### src/rtl/pwlock_pkg.sv
package pwlock_pkg;

    localparam int ADDR_W    = 8;
    localparam int BYTE_W    = 8;
    localparam int KEY_W     = 32;
    localparam int KEY_BYTES = KEY_W / BYTE_W;
    localparam int IDX_W     = 3;
    localparam int MAX_CFG   = 1 << IDX_W;
    localparam int WORD_W    = 32;

    localparam int BASE_ENTRY = 0;
    localparam int BASE_KEY   = BASE_ENTRY + KEY_BYTES;
    localparam int BASE_CFG   = 8;
    localparam int BASE_BIAS  = 16;
    localparam int BASE_MOD   = 20;

    typedef enum logic [2:0] {
        REG_NONE,
        REG_ENTRY,
        REG_KEY,
        REG_CFG,
        REG_BIAS,
        REG_MOD
    } region_e;

    typedef struct packed {
        region_e            region;
        logic [IDX_W-1:0]   idx;
    } slot_t;

    function automatic slot_t decode_slot(input logic [ADDR_W-1:0] a,
                                          input int cfg_n,
                                          input int bias_n,
                                          input int mod_n);
        int    ai;
        slot_t s;
        ai       = int'(a);
        s.region = REG_NONE;
        s.idx    = '0;
        if (ai >= BASE_ENTRY && ai < BASE_ENTRY + KEY_BYTES) begin
            s.region = REG_ENTRY;
            s.idx    = IDX_W'(ai - BASE_ENTRY);
        end else if (ai >= BASE_KEY && ai < BASE_KEY + KEY_BYTES) begin
            s.region = REG_KEY;
            s.idx    = IDX_W'(ai - BASE_KEY);
        end else if (ai >= BASE_CFG && ai < BASE_CFG + cfg_n) begin
            s.region = REG_CFG;
            s.idx    = IDX_W'(ai - BASE_CFG);
        end else if (ai >= BASE_BIAS && ai < BASE_BIAS + bias_n) begin
            s.region = REG_BIAS;
            s.idx    = IDX_W'(ai - BASE_BIAS);
        end else if (ai >= BASE_MOD && ai < BASE_MOD + mod_n) begin
            s.region = REG_MOD;
            s.idx    = IDX_W'(ai - BASE_MOD);
        end
        return s;
    endfunction

    // Byte idx of an nbytes-wide field, most-significant byte first.
    function automatic logic [BYTE_W-1:0] msb_first_byte(input logic [WORD_W-1:0] v,
                                                         input int nbytes,
                                                         input logic [IDX_W-1:0] idx);
        return v[(nbytes - 1 - int'(idx)) * BYTE_W +: BYTE_W];
    endfunction

endpackage

### src/rtl/pwlock_store.sv
module pwlock_store
    import pwlock_pkg::*;
#(
    parameter int CFG_BYTES = 8
) (
    input  logic                      clk,
    input  logic                      rst,
    input  logic                      pfail_i,
    input  logic                      wr_en_i,
    input  slot_t                     slot_i,
    input  logic [BYTE_W-1:0]         wdata_i,
    output logic [KEY_W-1:0]          entry_o,
    output logic [KEY_W-1:0]          key_o,
    output logic [CFG_BYTES*BYTE_W-1:0] cfg_o,
    output logic                      unlocked_o
);

    logic [KEY_W-1:0]            entry_q;
    logic [KEY_W-1:0]            key_q;
    logic [CFG_BYTES*BYTE_W-1:0] cfg_q;
    int                          key_sh;
    int                          cfg_sh;

    always_comb begin
        key_sh = (KEY_BYTES - 1 - int'(slot_i.idx)) * BYTE_W;
        cfg_sh = int'(slot_i.idx) * BYTE_W;
    end

    // Unlock is derived from present contents every cycle.
    assign unlocked_o = (entry_q == key_q);

    always_ff @(posedge clk) begin
        if (rst) begin
            entry_q <= '1;
            key_q   <= '0;
            cfg_q   <= '0;
        end else begin
            if (pfail_i) begin
                entry_q <= '1;
            end else if (wr_en_i && slot_i.region == REG_ENTRY) begin
                entry_q[key_sh +: BYTE_W] <= wdata_i;
            end
            if (wr_en_i && unlocked_o && slot_i.region == REG_KEY) begin
                key_q[key_sh +: BYTE_W] <= wdata_i;
            end
            if (wr_en_i && unlocked_o && slot_i.region == REG_CFG) begin
                cfg_q[cfg_sh +: BYTE_W] <= wdata_i;
            end
        end
    end

    assign entry_o = entry_q;
    assign key_o   = key_q;
    assign cfg_o   = cfg_q;

endmodule

### src/rtl/pwlock_rdmux.sv
module pwlock_rdmux
    import pwlock_pkg::*;
#(
    parameter int CFG_BYTES = 8,
    parameter int BIAS_W    = 18,
    parameter int MOD_W     = 12
) (
    input  logic                        clk,
    input  logic                        rst,
    input  logic                        rd_en_i,
    input  slot_t                       slot_i,
    input  logic                        halt_i,
    input  logic                        unlocked_i,
    input  logic [KEY_W-1:0]            entry_i,
    input  logic [KEY_W-1:0]            key_i,
    input  logic [CFG_BYTES*BYTE_W-1:0] cfg_i,
    input  logic [BIAS_W-1:0]           bias_i,
    input  logic [MOD_W-1:0]            mod_i,
    output logic [BYTE_W-1:0]           rdata_o
);

    localparam int BIAS_BYTES = (BIAS_W + BYTE_W - 1) / BYTE_W;
    localparam int MOD_BYTES  = (MOD_W + BYTE_W - 1) / BYTE_W;

    logic [WORD_W-1:0] bias_wide;
    logic [WORD_W-1:0] mod_wide;
    logic              dac_open;
    logic [BYTE_W-1:0] rd_byte;
    logic [BYTE_W-1:0] rdata_q;

    assign bias_wide = WORD_W'(bias_i);
    assign mod_wide  = WORD_W'(mod_i);
    assign dac_open  = halt_i && unlocked_i;

    always_comb begin
        rd_byte = '0;
        unique case (slot_i.region)
            REG_ENTRY: rd_byte = msb_first_byte(entry_i, KEY_BYTES, slot_i.idx);
            REG_KEY:   rd_byte = unlocked_i ? msb_first_byte(key_i, KEY_BYTES, slot_i.idx) : '0;
            REG_CFG:   rd_byte = cfg_i[int'(slot_i.idx) * BYTE_W +: BYTE_W];
            REG_BIAS:  rd_byte = dac_open ? msb_first_byte(bias_wide, BIAS_BYTES, slot_i.idx) : '0;
            REG_MOD:   rd_byte = dac_open ? msb_first_byte(mod_wide, MOD_BYTES, slot_i.idx) : '0;
            default:   rd_byte = '0;
        endcase
    end

    always_ff @(posedge clk) begin
        if (rst) begin
            rdata_q <= '0;
        end else if (rd_en_i) begin
            rdata_q <= rd_byte;
        end
    end

    assign rdata_o = rdata_q;

endmodule

### src/rtl/pwlock_ctrl.sv
module pwlock_ctrl
    import pwlock_pkg::*;
#(
    parameter int CFG_BYTES = 8,
    parameter int BIAS_W    = 18,
    parameter int MOD_W     = 12
) (
    input  logic                        clk,
    input  logic                        rst,
    input  logic                        pfail_i,
    input  logic                        halt_i,
    input  logic [ADDR_W-1:0]           addr_i,
    input  logic [BYTE_W-1:0]           wdata_i,
    input  logic                        wr_en_i,
    input  logic                        rd_en_i,
    output logic [BYTE_W-1:0]           rdata_o,
    input  logic [BIAS_W-1:0]           bias_code_i,
    input  logic [MOD_W-1:0]            mod_code_i,
    output logic [CFG_BYTES*BYTE_W-1:0] cfg_o
);

    localparam int BIAS_BYTES = (BIAS_W + BYTE_W - 1) / BYTE_W;
    localparam int MOD_BYTES  = (MOD_W + BYTE_W - 1) / BYTE_W;

    slot_t            slot;
    logic [KEY_W-1:0] entry_q;
    logic [KEY_W-1:0] key_q;
    logic             unlocked;

    always_comb begin
        slot = decode_slot(addr_i, CFG_BYTES, BIAS_BYTES, MOD_BYTES);
    end

    pwlock_store #(
        .CFG_BYTES (CFG_BYTES)
    ) u_store (
        .clk        (clk),
        .rst        (rst),
        .pfail_i    (pfail_i),
        .wr_en_i    (wr_en_i),
        .slot_i     (slot),
        .wdata_i    (wdata_i),
        .entry_o    (entry_q),
        .key_o      (key_q),
        .cfg_o      (cfg_o),
        .unlocked_o (unlocked)
    );

    pwlock_rdmux #(
        .CFG_BYTES (CFG_BYTES),
        .BIAS_W    (BIAS_W),
        .MOD_W     (MOD_W)
    ) u_rdmux (
        .clk        (clk),
        .rst        (rst),
        .rd_en_i    (rd_en_i),
        .slot_i     (slot),
        .halt_i     (halt_i),
        .unlocked_i (unlocked),
        .entry_i    (entry_q),
        .key_i      (key_q),
        .cfg_i      (cfg_o),
        .bias_i     (bias_code_i),
        .mod_i      (mod_code_i),
        .rdata_o    (rdata_o)
    );

endmodule

### config.mk
export PLATFORM = sky130hd
export DESIGN_NAME = pwlock_ctrl
export DESIGN_NICKNAME = d
export VERILOG_FILES = /design/src/rtl/pwlock_pkg.sv /design/src/rtl/pwlock_store.sv /design/src/rtl/pwlock_rdmux.sv /design/src/rtl/pwlock_ctrl.sv
export SDC_FILE = /design/constraint.sdc
export NUM_CORES = 1
export LEC_CHECK = 0
export BUFFER_PORTS_ARGS = -buffer_cell sky130_fd_sc_hd__buf_2
export CORE_ASPECT_RATIO = 1.75
export CORE_MARGIN = 2
export CORE_UTILIZATION = 43
export DETAILED_ROUTE_END_ITERATION = 7
export PLACE_DENSITY = 0.64
export SLEW_MARGIN = 20
export SYNTH_ARGS = -nofsm -noshare
export SYNTH_HDL_FRONTEND = slang
export SYNTH_HIERARCHICAL = 1
export SYNTH_SLANG_ARGS = --single-unit
export TNS_END_PERCENT = 100
### constraint.sdc
create_clock -name clk -period 6 [get_ports clk]
set_input_delay 1.2 -clock clk [delete_from_list [all_inputs] [get_ports clk]]
set_output_delay 1.2 -clock clk [all_outputs]
set_load 0.1 [all_outputs]
==> impl_metrics.csv <==
group,metric,value,unit
critical_path,crit_buf_inv,2,
run_status,outcome,"complete, no violations",
synthesis,syn_inst,797,
worst_hold_path,min-delay-start,"u_store/cfg_o[29]",
drt,drt_iter0_drc,362,
synthesis,seq_area_frac_synth,34.84,%
critical_path,path_cells,"buf_2 -> nor3_1 -> and3_4 -> inv_1 -> ha_1 -> ha_1 -> or4b_2 -> or4_1 -> mux2i_1",
final_layout,drive_above_1_share,24.92,%
global_route,grt_overflow,0,
worst_hold_path,hold_path.class,"register to register",
global_route,grt_max_degree,65,
drt,ant_nets,0,
sta,skew,11.20,ps
final_layout,n_fill_cell,1732,
synthesis,synth_seq_cells,136,
sta,drv_slew,0,
global_route,track_usage,26.32,%
critical_path,crit_slowest_cell,"or4_1",
floorplanning,die_x,105.9,µm
cts,cts_resized,0,
cts,cts_tree,"built",
critical_path,crit_path_frequent_cell,"ha_1",
cts,cts.clk_slew.worst_paths,60,ps
floorplanning,core,0.01789,mm²
final_layout,stdcell_area,0.009200,mm²
floorplanning,initial_core_util,43.67,%
sta,setup_tns,0,ps
cts,cts_num_sinks,136,
cts,holdBufCountCts,0,
synthesis,synth_area,0.007814,mm²
power,p_per_area,230.5,mW/mm²
synthesis,syn-num-nets,862,
cts,h-tree-depth,4,
cts,cts_root_buffer,"clkbuf_16",
critical_path,crit_family,"simple AND/OR/NAND/NOR gates",
place,io_buffers,123,
critical_path,reg2reg_to,"u_rdmux/rdata_o[4]",
final_layout,fin_util,51.42,%
synthesis,yosysWarnings,6,
final_layout,layout_common_cells,"dfxtp_1 (136), buf_2 (123), mux2i_1 (117)",
sta,rsz0062_at_grt,"no",
worst_hold_path,hold_end,"u_store/cfg_o[29]",
critical_path,cp-start-kind,"input port",
sta,max_freq,243.3,MHz
global_route,grt_pass1_wl,37.92,mm
sta,relSlewSlack,29.41,%
floorplanning,fp.dieH,182.3,µm
final_layout,final_common_cell,"dfxtp_1",
global_route,grt_pass1_vias,6476,
critical_path,reg2reg_from,"u_store/key_o[20]",
critical_path,slowest_delay,650,ps
worst_hold_path,holdPathStages,2,
floorplanning,num_rows,65,
critical_path,endpoint_kind,"register",
critical_path,cp_max_fo,37,
place,gp_congestion,0.9214,
final_layout,area_delta_synth_final,17.74,%
drt,num_vias,6581,
power,p_total,2.121,mW
sta,period_minus_slack,4111,ps
drt,dr.pass1.iters,5,
drt,wl_per_cell,22.02,µm
floorplanning,pin_count,124,
final_layout,multi_input_area,0.004826,mm²
synthesis,avgSynthCellArea,9.804,µm²
critical_path,worstPathArrival,4400,ps
drt,via_per_inst,5.748,
run,max_cap_violations,0,
final_layout,antenna_cells,0,
final_layout,final_nets,963,
critical_path,cp_data_required_time,6290,ps
place,post-dp-hpwl,18.65,mm
place,post_dp_cell_area,0.008571,mm²
sta,period_share,68.51,%
critical_path,r2r_setup_slack,2900,ps
sta,worst_pin_slew,1053,ps
drt,remaining_drc_errors,0,
synthesis,synth.distinct_cells,62,
critical_path,crit_type,"input port to register",
synthesis,synth_edf_count,0,
sta,finalSetupViolCount,0,
cts,cts_buffers,17,
synthesis,async_reset_ff_share,0,%
floorplanning,dieArea,0.01931,mm²
cts,clk_latency,430,ps
synthesis,ys.flop_type,"dfxtp_1",
sta,hold_viol_final,0,
global_route,antenna_found_initial,0,
cts,post-cts-setup-buffer-count,0,
power,ir_drop,0.0002181,V
power,total_leakage_power,3.925,nW
drt,wl,25.21,mm
critical_path,r2r_cells,7,
cts,clk_path_buf_depth,2,
final_layout,seq_area,0.002723,mm²
## per-stage QoR
stage          hold WS [ps]  worst slack, ps  instances
2_1_floorplan         467.6             1995        797
3_5_place_dp          483.6             1468       1113
5_1_grt               508.8             1665       1145
6_report              488.9             1889       1145
3_3_place_gp          478.4             1512       1113
4_1_cts               492.3             1891       1145
## where the power goes
| part | total, mW | switching, mW | internal, mW |
|---|---|---|---|
| Combinational | 0.112 | 0.0682 | 0.0437 |
| Sequential | 0.904 | 0.000368 | 0.903 |
| Clock | 1.11 | 0.430 | 0.675 |
## sequential cells by signal, indices dropped and copies added (netlist names)
| register | flops |
|---|---|
| u_store/entry_o | 32 |
| u_store/cfg_o | 64 |
| u_rdmux/rdata_o | 8 |
| u_store/key_o | 32 |
## logic make-up (layout without fill, tap and decap cells)
kind of cell	count (synthesis)	count (layout)	share of synthesized area [%]
XOR/XNOR	33	33	3.699
AND/OR/NAND/NOR	338	338	24.96
flip-flops	136	136	34.84
multiplexers	150	150	24.64
buffers and inverters	62	176	3.651
AO/OA/AOI/OAI	65	65	6.117
adder cells (fa/ha/maj)	13	13	2.082
## worst reg2reg max path, delay by kind of cell (launching register included)
family,cells,cell delay [ps]
AND/OR/NAND/NOR,5,2400
flip-flops,1,340
XOR/XNOR,1,170
AO/OA/AOI/OAI,1,150
## cell usage after synthesis, drive strengths merged (13+ instances only)
| cell | instances | area share [%] |
|---|---|---|
| ha | 13 | 2.1 |
| nand2 | 105 | 5.0 |
| nand2b | 105 | 8.4 |
| clkbuf | 29 | 1.4 |
| nand4 | 13 | 1.4 |
| dfxtp | 136 | 35 |
| buf | 23 | 1.8 |
| nand3 | 21 | 1.3 |
| mux2i | 117 | 15 |
| nor3 | 14 | 1.1 |
| xor2 | 33 | 3.7 |
| o21ai | 16 | 1.0 |
| mux4 | 32 | 9.5 |
## metal layers
| layer | share of wire, % | up-vias | global-route usage [%] |
|---|---|---|---|
| met2 | 53 | 243 | 47.95 |
| met5 | 0 | - | 0 |
| met1 | 36 | 3190 | 27.83 |
| met4 | 6.6 | 0 | 17.21 |
| met3 | 4.0 | 66 | 3.714 |
| li1 | - | 3082 | - |
## worst max-delay path by stage
stage,from,endpoint,cells past startpoint
final,addr_i[5],u_store/cfg_o[3],9
after CTS,addr_i[5],u_store/cfg_o[4],9
after floorplan,addr_i[5],u_store/entry_o[29],11
after global placement,addr_i[5],u_store/cfg_o[7],9
after global routing,addr_i[5],u_store/entry_o[11],11
after detailed placement,addr_i[5],u_store/cfg_o[2],9
## cell type report
type | count | area share (%)
multi-input combinational | 599 | 52.45
sequential | 136 | 29.59
timing repair buffer | 134 | 7.589
clock buffer | 18 | 4.774
tap | 234 | 3.182
clock inverter | 14 | 1.999
inverter | 10 | 0.4080
Power figures use the tool's default switching activity.
